<file path="src/rtl/invalSeqPkg.sv">
package invalSeqPkg;
  localparam int STATE_W  = 3;
  localparam int TXTYPE_W = 2;
  localparam int PHASE_W  = 3;

  typedef enum logic [STATE_W-1:0] {
    LS_I   = 3'd0,
    LS_SC  = 3'd1,
    LS_UC  = 3'd2,
    LS_UCE = 3'd3,
    LS_UD  = 3'd4
  } lineState_e;

  typedef enum logic [TXTYPE_W-1:0] {
    TX_NONE      = 2'd0,
    TX_WRITEBACK = 2'd1,
    TX_MAKEINVAL = 2'd2
  } txType_e;

  typedef enum logic [PHASE_W-1:0] {
    PH_IDLE, PH_WB_ISSUE, PH_WB_WAIT, PH_DROP,
    PH_MI_ISSUE, PH_MI_WAIT, PH_DONE
  } phase_e;

  // control -> datapath strobes
  typedef struct packed {
    logic capture;
    logic markClean;
    logic markInvalid;
    logic issueWb;
    logic issueMi;
  } ctrlStrobe_t;

  // datapath -> control classification of the sampled state
  typedef struct packed {
    logic inDirty;
    logic inInvalid;
  } lineClass_t;
endpackage

</file>
<file path="src/rtl/invalSeqData.sv">
module invalSeqData
  import invalSeqPkg::*;
(
  input  logic                clk,
  input  logic                rstN,
  input  ctrlStrobe_t         strobe,
  input  logic [STATE_W-1:0]  lineStateIn,
  output lineClass_t          lineClass,
  output logic [STATE_W-1:0]  lineState,
  output logic                txValid,
  output logic [TXTYPE_W-1:0] txType,
  output logic                illegalIssue
);
  logic [STATE_W-1:0] stateQ;

  always_ff @(posedge clk or negedge rstN) begin
    if (!rstN) begin
      stateQ <= LS_I;
    end else if (strobe.capture) begin
      stateQ <= lineStateIn;
    end else if (strobe.markInvalid) begin
      stateQ <= LS_I;
    end else if (strobe.markClean) begin
      stateQ <= LS_UC;
    end
  end

  always_comb begin
    lineClass.inDirty   = (lineStateIn == LS_UD);
    lineClass.inInvalid = (lineStateIn == LS_I);
  end

  always_comb begin
    txValid = strobe.issueWb | strobe.issueMi;
    if (strobe.issueMi) begin
      txType = TX_MAKEINVAL;
    end else if (strobe.issueWb) begin
      txType = TX_WRITEBACK;
    end else begin
      txType = TX_NONE;
    end
  end

  assign lineState    = stateQ;
  assign illegalIssue = strobe.issueMi && (stateQ != LS_I);

  // MakeInvalid strobe from control only while the line is already Invalid
  p_mi_only_in_i_r2: assert property (@(posedge clk) disable iff (!rstN)
    strobe.issueMi |-> stateQ == LS_I);

  // a dirty line never falls straight to Invalid
  p_ud_no_direct_drop_r4: assert property (@(posedge clk) disable iff (!rstN)
    stateQ == LS_UD |=> (stateQ == LS_UD || stateQ == LS_UC));

  // a line reaches UC only from a dirty line
  p_uc_from_ud_r5: assert property (@(posedge clk) disable iff (!rstN)
    (stateQ == LS_UD && !strobe.capture) ##1 stateQ == LS_UC |-> $past(strobe.markClean));
endmodule

</file>
<file path="src/rtl/invalSeqCtrl.sv">
module invalSeqCtrl
  import invalSeqPkg::*;
(
  input  logic        clk,
  input  logic        rstN,
  input  logic        reqValid,
  input  lineClass_t  lineClass,
  input  logic        txReady,
  input  logic        wbComp,
  input  logic        miComp,
  output logic        reqReady,
  output logic        done,
  output ctrlStrobe_t strobe
);
  phase_e phaseQ, phaseD;
  logic   accept;

  assign reqReady = (phaseQ == PH_IDLE);
  assign accept   = reqValid && reqReady;

  always_comb begin
    phaseD = phaseQ;
    unique case (phaseQ)
      PH_IDLE: begin
        if (accept) begin
          if (lineClass.inDirty) begin
            phaseD = PH_WB_ISSUE;
          end else if (lineClass.inInvalid) begin
            phaseD = PH_MI_ISSUE;
          end else begin
            phaseD = PH_DROP;
          end
        end
      end
      PH_WB_ISSUE: if (txReady) phaseD = PH_WB_WAIT;
      PH_WB_WAIT:  if (wbComp)  phaseD = PH_DROP;
      PH_DROP:     phaseD = PH_MI_ISSUE;
      PH_MI_ISSUE: if (txReady) phaseD = PH_MI_WAIT;
      PH_MI_WAIT:  if (miComp)  phaseD = PH_DONE;
      PH_DONE:     phaseD = PH_IDLE;
      default:     phaseD = PH_IDLE;
    endcase
  end

  always_ff @(posedge clk or negedge rstN) begin
    if (!rstN) begin
      phaseQ <= PH_IDLE;
    end else begin
      phaseQ <= phaseD;
    end
  end

  always_comb begin
    strobe.capture     = accept;
    strobe.markClean   = (phaseQ == PH_WB_WAIT) && wbComp;
    strobe.markInvalid = (phaseQ == PH_DROP);
    strobe.issueWb     = (phaseQ == PH_WB_ISSUE);
    strobe.issueMi     = (phaseQ == PH_MI_ISSUE);
  end

  assign done = (phaseQ == PH_DONE);

  // an issue strobe stays up until the handshake completes
  p_hold_wb_r7: assert property (@(posedge clk) disable iff (!rstN)
    strobe.issueWb && !txReady |=> strobe.issueWb);
  p_hold_mi_r7: assert property (@(posedge clk) disable iff (!rstN)
    strobe.issueMi && !txReady |=> strobe.issueMi);

  // once a request is taken, no further request is taken next cycle
  p_busy_after_accept_r8: assert property (@(posedge clk) disable iff (!rstN)
    reqValid && reqReady |=> !reqReady);

  // done is a single pulse followed by readiness
  p_done_pulse_r9: assert property (@(posedge clk) disable iff (!rstN)
    done |=> !done && reqReady);
endmodule

</file>
<file path="src/rtl/lineInvalSequencer.sv">
module lineInvalSequencer
  import invalSeqPkg::*;
(
  input  logic                clk,
  input  logic                rstN,
  input  logic                reqValid,
  output logic                reqReady,
  input  logic [STATE_W-1:0]  lineStateIn,
  output logic                txValid,
  input  logic                txReady,
  output logic [TXTYPE_W-1:0] txType,
  input  logic                wbComp,
  input  logic                miComp,
  output logic [STATE_W-1:0]  lineState,
  output logic                done,
  output logic                illegalIssue
);
  ctrlStrobe_t strobe;
  lineClass_t  lineClass;

  invalSeqCtrl uCtrl (
    .clk       (clk),
    .rstN      (rstN),
    .reqValid  (reqValid),
    .lineClass (lineClass),
    .txReady   (txReady),
    .wbComp    (wbComp),
    .miComp    (miComp),
    .reqReady  (reqReady),
    .done      (done),
    .strobe    (strobe)
  );

  invalSeqData uData (
    .clk          (clk),
    .rstN         (rstN),
    .strobe       (strobe),
    .lineStateIn  (lineStateIn),
    .lineClass    (lineClass),
    .lineState    (lineState),
    .txValid      (txValid),
    .txType       (txType),
    .illegalIssue (illegalIssue)
  );

  // presented transaction type does not change while stalled
  p_tx_stable_r7: assert property (@(posedge clk) disable iff (!rstN)
    txValid && !txReady |=> txValid && $stable(txType));

  // the illegal-issue flag never rises
  p_no_illegal_r11: assert property (@(posedge clk) disable iff (!rstN)
    !illegalIssue);
endmodule

</file>
<file path="config.mk">
export PLATFORM = sky130hd
export DESIGN_NAME = lineInvalSequencer
export DESIGN_NICKNAME = d
export VERILOG_FILES = /design/src/rtl/invalSeqPkg.sv /design/src/rtl/invalSeqData.sv /design/src/rtl/invalSeqCtrl.sv /design/src/rtl/lineInvalSequencer.sv
export SDC_FILE = /design/constraint.sdc
export NUM_CORES = 1
export LEC_CHECK = 0
export ABC_AREA = 1
export BUFFER_PORTS_ARGS = -buffer_cell sky130_fd_sc_hd__buf_4
export CORE_AREA = 2 2 39 41
export CTS_CLUSTER_DIAMETER = 50
export DETAILED_ROUTE_END_ITERATION = 10
export DIE_AREA = 0 0 41 43
export GPL_ROUTABILITY_DRIVEN = 1
export GPL_TIMING_DRIVEN = 0
export PLACE_DENSITY = 0.64
export SYNTH_ARGS = -nofsm -noshare
export SYNTH_HDL_FRONTEND = slang
export SYNTH_SLANG_ARGS = --single-unit
</file>
<file path="constraint.sdc">
create_clock -name clk -period 1.4 [get_ports clk]
set_clock_uncertainty 0.05 [all_clocks]
set_input_delay 0.14 -clock clk [delete_from_list [all_inputs] [get_ports clk]]
set_output_delay 0.14 -clock clk [all_outputs]
set_load 0.01 [all_outputs]
</file>
==> impl_results.md <==
- ANT cells: 0
- Sw Pwr: 726 uW
- Syn Inst Count: 82
- R2R cell count: 8
- Die height: around 43 um
- Maximum vdd drop: 0.000813 V
- Vias per cell: 4.69
- Row count: 14
- Synth cell count leaders: nand2_1, nand3_1, inv_1
- Hold Fails Final Rpt: 0
- Count leader, synth: nand2_1
- Number of global-route vias before repair: 494
- Sequential element share of the synthesized area: 0.316
- Slew Limit Headroom: 0.887
- Mapped Area: 475 sq um
- Initial core utilization: 0.344
- Core Region: 1380 sq um
- Worst hold path endpoint: uData.lineState[0]
- Post-route DRC: 0
- Setup violators final: 0
- Worst-margin pin slew: 167 ps
- Die area: 1760 sq um
- Clock sinks: 6
- P_int: 817 uW
- CTS Buf Count: 3
- Fin. max-slew vios: 0
- Yosys reg bits: 6
- H-tree lvl count: 1
- Clk pwr share: 0.101
- First-pass GRT wire length: 1930 um
- Levels on crit path: 4
- RSZ-0062 raised after global routing: yes
- Share of cells above drive strength 1: 0.370
- Average routed wire per standard cell: 9.63 um
- Via count: 582
- Detailed placement HPWL: 909 um
- Final std cells w/o fill: 124
- Worst hold path class: input pin to register
- Power per cell area: 2160 nW/um^2
- Setup slack, reg-to-reg: 80 ps
- Max cap viols: 0
- Largest net degree at the start of global routing: 8
- Syn-to-layout area delta: 50.3%
- Sw frac: 0.471
- Worst Path Buf+Inv: 1
- Clock latency on the worst-skew pair: 240 ps
- Min-Delay Startpoint: lineStateIn[0]
- Grt total ovfl: 0
- RR Endpoint: uCtrl.phaseQ[0]
- Detailed Route WL: about 1200 um
- Worst path top cell family by delay: flip-flops
- Worst-path clk slew: around 50 ps
- Initial DRC count: 9
- Total GRT Usage: 0.156
- Dpl cells: 115
- Number of synthesized flops with an enable pin: 0
- I/O pin total: 18
- CTS root buffer: clkbuf_4
- Clock tree buffer depth: 2
- Critical-path cell list: nor2_4 -> nand2_2 -> nor2_1 -> buf_4
- Final worst setup slack: between 50 and 60 ps
- Status: complete, no violations
- Crit path launch type: register
- CTS tree: done
- Pre-Repair DR Iteration Count: 4
- Combinational share of power: 0.655
- Max FO, Critical Path: 7
- CP Class: register to output port
- Antenna violations before repair: 0
- PortBufs: 17
- Nature of the critical path endpoint: output port
- Async SR Flop Fraction: 1.00
- Max Clk Rate: between 0.7 and 0.8 GHz
- Die width: 41 um
- GP Congestion: 0.821
- Final #Nets: 119
- Synth area leader: dfrtp_1
- Crit path required time: roughly 1200 ps
- Worst hold path depth: 3
- Antenna Nets Post-Route: 0
- Sequential share of power: 0.244
- Final worst path period share: 0.963
- Share of the synthesized area in the top cell type: 0.316
- Post-layout min period: about 1300 ps
- Post-Syn Area per Cell: 5.80 sq um
- Leakage: 0.432 nW
- Yosys Warn Count: 0
- Top FF cell, synth: dfrtp_1
- RR Startpoint: uCtrl.phaseQ[2]
- Synth area leaders: dfrtp_1, nand2_1, nand3_1, inv_1, nor2_1
- Max incr delay on CP: 460 ps
- Place WS: between 70 and 80 ps
- CP arrival: between 1000 and 1500 ps
- CP max stage cell: dfrtp_2
- Number of distinct library cells after synthesis: 12
- Net Count, Synth: 91
through the flow:
stage / setup TNS (ps) / power [mW] / utilization / instance area (sq um) / hold slack [ps]
2_1_floorplan: 0 / 0.922 / - / 475 / -206
3_3_place_gp: 0 / 1.22 / 0.450 / 623 / -101
3_5_place_dp: 0 / 1.22 / 0.450 / 623 / -101
4_1_cts: 0 / 1.48 / 0.500 / 692 / 68.8
5_1_grt: -36.4 / 1.69 / 0.516 / 714 / 74.6
6_report: 0 / 1.54 / 0.516 / 714 / 71.2
routing by layer:
metal / track usage / up-vias / wire (um)
met4: 0.0600 / 0 / 19
met3: 0.0314 / 3 / 82
met5: 0 / - / 0
met1: 0.195 / 247 / 557
met2: 0.250 / 25 / 536
li1: - / 307 / -
cell type report:
class | count | area, sq um
fillers | 145 | 669
multi-input cells | 63 | 294
inverters | 13 | 48.8
repair buffers | 23 | 175
clock buffers | 3 | 22.5
well taps | 16 | 20.0
flip-flops and latches | 6 | 154
registers in the layout (all words and copies together) (netlist names):
register         cells
uCtrl.phaseQ         3
uData.lineState      3
repair_timing:
item / 4_1_cts / 5_1_grt
setup buffers: 3 / 2
endpoints found under the hold margin: 6 / 0
pin swaps: 0 / 2
hold buffers: 1 / 0
gates resized for setup: 6 / 3
cloned: 0 / 0
endpoints found under the setup margin: 5 / 7
tightest hold or removal path, cell delays in order:
cell and delay [ps]:
buf_4 80, nand2_1 50, nand2_1 60
kinds of logic (layout without fill, tap and decap cells):
| kind of cell | count (synthesis) | count (layout) | synth area share |
|---|---|---|---|
| flip-flops | 6 | 6 | 0.316 |
| AND/OR/NAND/NOR | 62 | 62 | 0.571 |
| buffers and inverters | 13 | 39 | 0.103 |
| AO/OA/AOI/OAI | 1 | 1 | 0.0105 |
power by group through the flow:
stage / Sequential, mW / Clock (mW) / Combinational (mW)
6_report: 0.376 / 0.156 / 1.01
4_1_cts: 0.370 / 0.162 / 0.949
2_1_floorplan: 0.342 / 0 / 0.580
5_1_grt: 0.381 / 0.174 / 1.13
3_3_place_gp: 0.354 / 0 / 0.862
3_5_place_dp: 0.353 / 0 / 0.864
layout by cell type (no fill, tap or decap):
cell / count
nand3_2: 1
dlygate4sd3_1: 1
nand3b_1: 1
nand2_2: 4
o21ai_0: 1
dfrtp_1: 3
nand3_1: 14
dfrtp_2: 3
nor2_1: 7
buf_4: 22
inv_1: 10
inv_2: 3
nor2_4: 1
clkbuf_4: 3
nor3_1: 1
and2_1: 1
nor2_2: 3
nand2_1: 29
worst max-delay path by stage:
stage                         start               to  slack, ps
global placement    uCtrl.phaseQ[0]  uCtrl.phaseQ[0]         90
finish              uCtrl.phaseQ[0]     illegalIssue         50
CTS                 uCtrl.phaseQ[1]     illegalIssue         20
global route        uCtrl.phaseQ[0]     illegalIssue        -20
floorplan           uCtrl.phaseQ[0]  uCtrl.phaseQ[0]        170
detailed placement  uCtrl.phaseQ[0]  uCtrl.phaseQ[1]         70
(Power assumes the default switching activity.)
